<file path="src/rtl/mc_timer_pkg.sv">
package mc_timer_pkg;

   typedef enum logic [1:0] {
      REG_LOW  = 2'd0,
      REG_HIGH = 2'd1,
      REG_CTRL = 2'd2,
      REG_NONE = 2'd3
   } reg_sel_e;

   typedef enum logic {
      MODE_WIDE   = 1'b0,
      MODE_RELOAD = 1'b1
   } tmr_mode_e;

   localparam int CTRL_RUN_BIT  = 0;
   localparam int CTRL_MODE_BIT = 1;
   localparam int CTRL_FLAG_BIT = 2;

endpackage

</file>
<file path="src/rtl/mc_timer_prescale.sv">
module mc_timer_prescale #(
   parameter int DIV = 12
) (
   input  logic clk,
   input  logic rst_n,
   output logic tick
);

   localparam int  PW      = (DIV > 1) ? $clog2(DIV) : 1;
   localparam bit  IS_POW2 = (DIV & (DIV - 1)) == 0;

   logic [PW-1:0] phase_q;

   generate
      if (DIV < 2) begin : g_bad_div
         $error("mc_timer_prescale: DIV must be at least 2");
      end

      if (IS_POW2) begin : g_pow2
         always_ff @(posedge clk or negedge rst_n) begin
            if (!rst_n) phase_q <= '0;
            else        phase_q <= phase_q + PW'(1);
         end
         assign tick = &phase_q;
      end else begin : g_cmp
         always_ff @(posedge clk or negedge rst_n) begin
            if (!rst_n)                       phase_q <= '0;
            else if (phase_q == PW'(DIV - 1)) phase_q <= '0;
            else                              phase_q <= phase_q + PW'(1);
         end
         assign tick = (phase_q == PW'(DIV - 1));
      end
   endgenerate

   AST_TICK_SPACING: assert property (@(posedge clk) disable iff (!rst_n)
      tick |=> !tick) else $error("tick on consecutive clocks");

endmodule

</file>
<file path="src/rtl/mc_timer_core.sv">
module mc_timer_core
   import mc_timer_pkg::*;
#(
   parameter int BYTE_W = 8
) (
   input  logic              clk,
   input  logic              rst_n,
   input  logic              step,
   input  logic              mode,
   input  logic              wr_lo,
   input  logic              wr_hi,
   input  logic [BYTE_W-1:0] wr_data,
   output logic [BYTE_W-1:0] lo_o,
   output logic [BYTE_W-1:0] hi_o,
   output logic              wrap_o
);

   localparam int CW = 2 * BYTE_W;

   generate
      if (BYTE_W < 3) begin : g_bad_width
         $error("mc_timer_core: BYTE_W must be at least 3");
      end
   endgenerate

   logic [BYTE_W-1:0] lo_q, hi_q;
   logic [CW-1:0]     cnt;
   logic              any_wr, at_max_wide, at_max_byte;

   assign cnt         = {hi_q, lo_q};
   assign any_wr      = wr_lo | wr_hi;
   assign at_max_wide = &cnt;
   assign at_max_byte = &lo_q;
   assign wrap_o      = step && !any_wr &&
                        ((mode == MODE_RELOAD) ? at_max_byte : at_max_wide);

   always_ff @(posedge clk or negedge rst_n) begin
      if (!rst_n) begin
         lo_q <= '0;
         hi_q <= '0;
      end else if (any_wr) begin
         if (wr_lo) lo_q <= wr_data;
         if (wr_hi) hi_q <= wr_data;
      end else if (step) begin
         if (mode == MODE_RELOAD) begin
            lo_q <= at_max_byte ? hi_q : lo_q + BYTE_W'(1);
         end else begin
            {hi_q, lo_q} <= cnt + CW'(1);
         end
      end
   end

   assign lo_o = lo_q;
   assign hi_o = hi_q;

   AST_HOLD_IDLE: assert property (@(posedge clk) disable iff (!rst_n)
      (!step && !any_wr) |=> $stable({hi_o, lo_o})) else $error("count moved while idle");

   AST_WRAP_ZERO: assert property (@(posedge clk) disable iff (!rst_n)
      (wrap_o && mode == MODE_WIDE) |=> ({hi_o, lo_o} == '0)) else $error("wide wrap not zero");

   AST_RELOAD_FROM_HIGH: assert property (@(posedge clk) disable iff (!rst_n)
      (wrap_o && mode == MODE_RELOAD) |=> (lo_o == $past(hi_o)) && $stable(hi_o)) else $error("bad reload");

   AST_WRITE_WINS: assert property (@(posedge clk) disable iff (!rst_n)
      wr_lo |=> (lo_o == $past(wr_data))) else $error("write lost");

endmodule

</file>
<file path="src/rtl/mc_timer_flag.sv">
module mc_timer_flag (
   input  logic clk,
   input  logic rst_n,
   input  logic set_i,
   input  logic ack_i,
   input  logic sw_clr_i,
   output logic flag_o
);

   always_ff @(posedge clk or negedge rst_n) begin
      if (!rst_n)                 flag_o <= 1'b0;
      else if (set_i)             flag_o <= 1'b1;
      else if (ack_i || sw_clr_i) flag_o <= 1'b0;
   end

   AST_FLAG_SET: assert property (@(posedge clk) disable iff (!rst_n)
      set_i |=> flag_o) else $error("flag not set");

   AST_FLAG_CAUSE: assert property (@(posedge clk) disable iff (!rst_n)
      $rose(flag_o) |-> $past(set_i)) else $error("flag rose without overflow");

   AST_ACK_CLEARS: assert property (@(posedge clk) disable iff (!rst_n)
      (ack_i && !set_i) |=> !flag_o) else $error("ack did not clear");

   AST_SW_CLEARS: assert property (@(posedge clk) disable iff (!rst_n)
      (sw_clr_i && !set_i) |=> !flag_o) else $error("software clear failed");

endmodule

</file>
<file path="src/rtl/mc_timer.sv">
module mc_timer
   import mc_timer_pkg::*;
#(
   parameter int DIV    = 12,
   parameter int BYTE_W = 8
) (
   input  logic              clk,
   input  logic              rst_n,
   input  logic              wr_en,
   input  logic [1:0]        wr_addr,
   input  logic [BYTE_W-1:0] wr_data,
   input  logic [1:0]        rd_addr,
   output logic [BYTE_W-1:0] rd_data,
   input  logic              irq_ack,
   output logic              irq,
   output logic              ovf_tick
);

   logic       tick, run_q, mode_q, wrap, flag, pulse_q;
   logic       wr_lo, wr_hi, wr_ctrl, sw_clr;
   logic [BYTE_W-1:0] lo, hi;
   reg_sel_e   wsel, rsel;

   assign wsel    = reg_sel_e'(wr_addr);
   assign rsel    = reg_sel_e'(rd_addr);
   assign wr_lo   = wr_en && (wsel == REG_LOW);
   assign wr_hi   = wr_en && (wsel == REG_HIGH);
   assign wr_ctrl = wr_en && (wsel == REG_CTRL);
   assign sw_clr  = wr_ctrl && !wr_data[CTRL_FLAG_BIT];

   always_ff @(posedge clk or negedge rst_n) begin
      if (!rst_n) begin
         run_q  <= 1'b0;
         mode_q <= 1'b0;
      end else if (wr_ctrl) begin
         run_q  <= wr_data[CTRL_RUN_BIT];
         mode_q <= wr_data[CTRL_MODE_BIT];
      end
   end

   mc_timer_prescale #(.DIV(DIV)) i_prescale (
      .clk   (clk),
      .rst_n (rst_n),
      .tick  (tick)
   );

   mc_timer_core #(.BYTE_W(BYTE_W)) i_core (
      .clk     (clk),
      .rst_n   (rst_n),
      .step    (tick & run_q),
      .mode    (mode_q),
      .wr_lo   (wr_lo),
      .wr_hi   (wr_hi),
      .wr_data (wr_data),
      .lo_o    (lo),
      .hi_o    (hi),
      .wrap_o  (wrap)
   );

   mc_timer_flag i_flag (
      .clk      (clk),
      .rst_n    (rst_n),
      .set_i    (wrap),
      .ack_i    (irq_ack),
      .sw_clr_i (sw_clr),
      .flag_o   (flag)
   );

   always_ff @(posedge clk or negedge rst_n) begin
      if (!rst_n) pulse_q <= 1'b0;
      else        pulse_q <= wrap;
   end

   always_comb begin
      unique case (rsel)
         REG_LOW:  rd_data = lo;
         REG_HIGH: rd_data = hi;
         REG_CTRL: rd_data = BYTE_W'({flag, mode_q, run_q});
         default:  rd_data = '0;
      endcase
   end

   assign irq      = flag;
   assign ovf_tick = pulse_q;

   AST_PULSE_SINGLE: assert property (@(posedge clk) disable iff (!rst_n)
      ovf_tick |=> !ovf_tick) else $error("pulse wider than one clock");

   AST_PULSE_WITH_FLAG: assert property (@(posedge clk) disable iff (!rst_n)
      ovf_tick |-> irq) else $error("pulse without flag");

   AST_STOPPED_HOLD: assert property (@(posedge clk) disable iff (!rst_n)
      (!run_q && !wr_lo && !wr_hi) |=> $stable({hi, lo})) else $error("moved while stopped");

endmodule

</file>
<file path="config.mk">
export PLATFORM = sky130hd
export DESIGN_NAME = mc_timer
export DESIGN_NICKNAME = d
export VERILOG_FILES = /design/src/rtl/mc_timer_pkg.sv /design/src/rtl/mc_timer_prescale.sv /design/src/rtl/mc_timer_core.sv /design/src/rtl/mc_timer_flag.sv /design/src/rtl/mc_timer.sv
export SDC_FILE = /design/constraint.sdc
export NUM_CORES = 1
export LEC_CHECK = 0
export BUFFER_PORTS_ARGS = -buffer_cell sky130_fd_sc_hd__buf_2
export CORE_ASPECT_RATIO = 0.7
export CORE_UTILIZATION = 55
export CTS_CLUSTER_DIAMETER = 60
export DETAILED_ROUTE_END_ITERATION = 6
export HOLD_SLACK_MARGIN = 0.1
export PLACE_DENSITY = 0.85
export SLEW_MARGIN = 20
export SYNTH_ARGS = -nofsm -noshare
export SYNTH_HDL_FRONTEND = slang
export SYNTH_SLANG_ARGS = --single-unit
</file>
<file path="constraint.sdc">
create_clock -name clk -period 2.01 [get_ports clk]
set_input_delay 0.1005 -clock clk [delete_from_list [all_inputs] [get_ports clk]]
set_output_delay 0.1005 -clock clk [all_outputs]
set_load 0.005 [all_outputs]
</file>
==> reports/metrics.yaml <==
routabilityCongestion: 0.954
die_height_microns: 46.8
area_growth_pct: 14.3
grt_pass1_wl_microns: 6610
die_x_microns: 66.1
async_flop_share: 1.00
dieArea_sq_mm: 0.00309
syn-cell-area_sq_mm: 0.00158
maxCapViolCount: 0
drc: 0
final_util: 0.698
drv_slew: 0
coreArea_sq_mm: 0.00259
crit_type: "flip-flop to flip-flop"
worst-endpoint-arrival_ps: 2050
worst_pin_slew_ps: 610
whs_ps: 103
slew_headroom: 0.593
layout_min_cycle_time_ps: 1890
io_pins: 26
layout_commonest_cell: "buf_2"
antenna_cells: 0
cp_top_family: "simple AND/OR/NAND/NOR gates"
min_path_cells: 4
syn_nets: 201
synth.yosys.warnings: 0
path_max_fanout: 10
grt_usage: 0.293
ys.flop_type: "dfrtp_1"
fin_nets: 229
worstPathRequired_ps: 2170
worst_clock_skew_ps: 10.9
cts_buffers: 3
critPathMaxStageDelay_ps: 560
start_kind: "flip-flop"
ir_worst_vdd_uv: 640
final_hold_viol_count: 0
viasPerCell: 6.60
power_leakage_nw: 0.780
layout-drive-gt1-share: 0.220
ant_nets: 0
cts_buffer_depth: 2
crit_path_start: "i_core.lo_o[3]$_DFFE_PN0P_"
fin_crit_sh: 0.939
ys_ff_latch: 24
routedWlPerCell_microns: 17.3
cts_tree: "done"
grt.overflow.total: 0
cp.depth: 5
htree_levels: 1
syn_inst: 183
grt_antenna_before_repair: 0
hold_path.class: "input pin to flip-flop"
rows: 15
place_hpwl_microns: 3160
root_buffer: "clkbuf_8"
power_density_mw_per_mm2: 972
synth.avg_cell_area_sq_um: 8.64
fin_cells: 243
dr.first_iter.drc_count: 181
tns_ps: 0
clock_sinks: 24
grt_max_degree: 25
run_status: "finished, final reports clean"
path_clk_slew_ps: 90
end_kind: "flip-flop"
final_cell_mix: "25 x buf_2, 24 x dfrtp_1, 21 x nand2_1"
firstDrtPassIters: 5
ff2ff_path_depth: 5
r2r-start: "i_core.lo_o[3]$_DFFE_PN0P_"
crit_chain: "nand4_1, or3_1, mux2i_1, a21oi_1, mux2_2"
dp_cells: 238
yosysSeqAreaShare: 0.380
vias: 1604
synth-edff-count: 0
clock_latency_ps: 270
grt_setup_unrepaired: "no"
cpMaxStageDelayCell: "or3_1"
timing.critical_path.buf_inv: 0
finalSetupViolations: 0
timing.fmax_mhz: 530
port_buffers: 25
wirelength_microns: 4200
synth_cell_types: 40
initial_core_util: 0.610
hold_start: "irq_ack"
grt_pass1_vias: 1377
==> synthesized netlist by cell type (all sizes together) (4+ instances only) <==
cell,number,area share
a21oi,14,0.044
a31oi,4,0.016
buf,7,0.025
clkbuf,4,0.010
dfrtp,24,0.38
mux2,4,0.029
mux2i,10,0.063
nand2,21,0.050
nand3,8,0.029
nand4,4,0.016
nor2,18,0.043
o21ai,15,0.048
o22a,13,0.072
or3,4,0.016
==> worst reg2reg max path, stage by stage, from the launching register on <==
cell and delay (ps):
dfrtp_1 490, nand4_1 130, or3_1 560, mux2i_1 250
a21oi_1 90, mux2_2 260
==> flip-flops by register name (all words and copies together) (netlist names) <==
name	count
i_core.lo_o	8
mode_q	1
i_prescale.phase_q	4
i_core.hi_o	8
run_q	1
ovf_tick	1
i_flag.flag_o	1
==> layer usage <==
layer  vias to the layer above  GRT usage  part of all wire
met4                         0     0.0723             0.010
met2                        95      0.492              0.47
met3                        10     0.0607             0.090
met1                       764      0.397              0.43
li1                        735          -                 -
met5                         -          0                 0
==> where the power goes <==
group	internal [W]	switching, W
Clock	0.000134	0.000150
Combinational	0.000313	0.000353
Sequential	0.000608	0.000199
Total	0.00106	0.000702
==> layout make-up <==
type,instances,area [sq um]
tap,34,42.5
multi-input combinational,145,916
sequential,24,601
inverter,3,11.3
clock buffer,3,41.3
timing repair buffer,34,195
fill,203,783
==> logic make-up after synthesis <==
| kind of cell | Yosys count | synth area share |
|---|---|---|
| buffers and inverters | 14 | 0.0420 |
| multiplexers | 14 | 0.0918 |
| AND/OR/NAND/NOR | 69 | 0.212 |
| adder cells (fa/ha/maj) | 2 | 0.0158 |
| flip-flops | 24 | 0.380 |
| XOR/XNOR | 2 | 0.0111 |
| AO/OA/AOI/OAI | 58 | 0.247 |
==> timing repair <==
| action | CTS | global route |
|---|---|---|
| endpoints found under the setup margin | 0 | 2 |
| gates resized for setup | 0 | 1 |
| setup buffers | 0 | 1 |
| hold buffers | 1 | 0 |
| hold endpoints to repair | 24 | 0 |
==> through the flow <==
stage / area (sq um) / total power, W / setup slack, ps
4_1_cts: 1800 / 0.00172 / 51.9
2_1_floorplan: 1580 / 0.00120 / 197
5_1_grt: 1810 / 0.00185 / 14.6
6_report: 1810 / 0.00176 / 122
3_3_place_gp: 1750 / 0.00138 / 155
3_5_place_dp: 1750 / 0.00144 / 81.4
==> final timing paths <==
kind,end,slack (ps)
worst max register to register,i_core.lo_o[1]$_DFFE_PN0P_,120
min in group asynchronous,ovf_tick$_DFF_PN0_,350
worst min-delay path,i_flag.flag_o$_DFFE_PN0P_,100
worst max-delay path,i_core.lo_o[1]$_DFFE_PN0P_,120
max in group asynchronous,i_core.hi_o[6]$_DFFE_PN0P_,1290
worst min register to register,i_prescale.phase_q[0]$_DFF_PN0_,470
(Power assumes the default switching activity.)
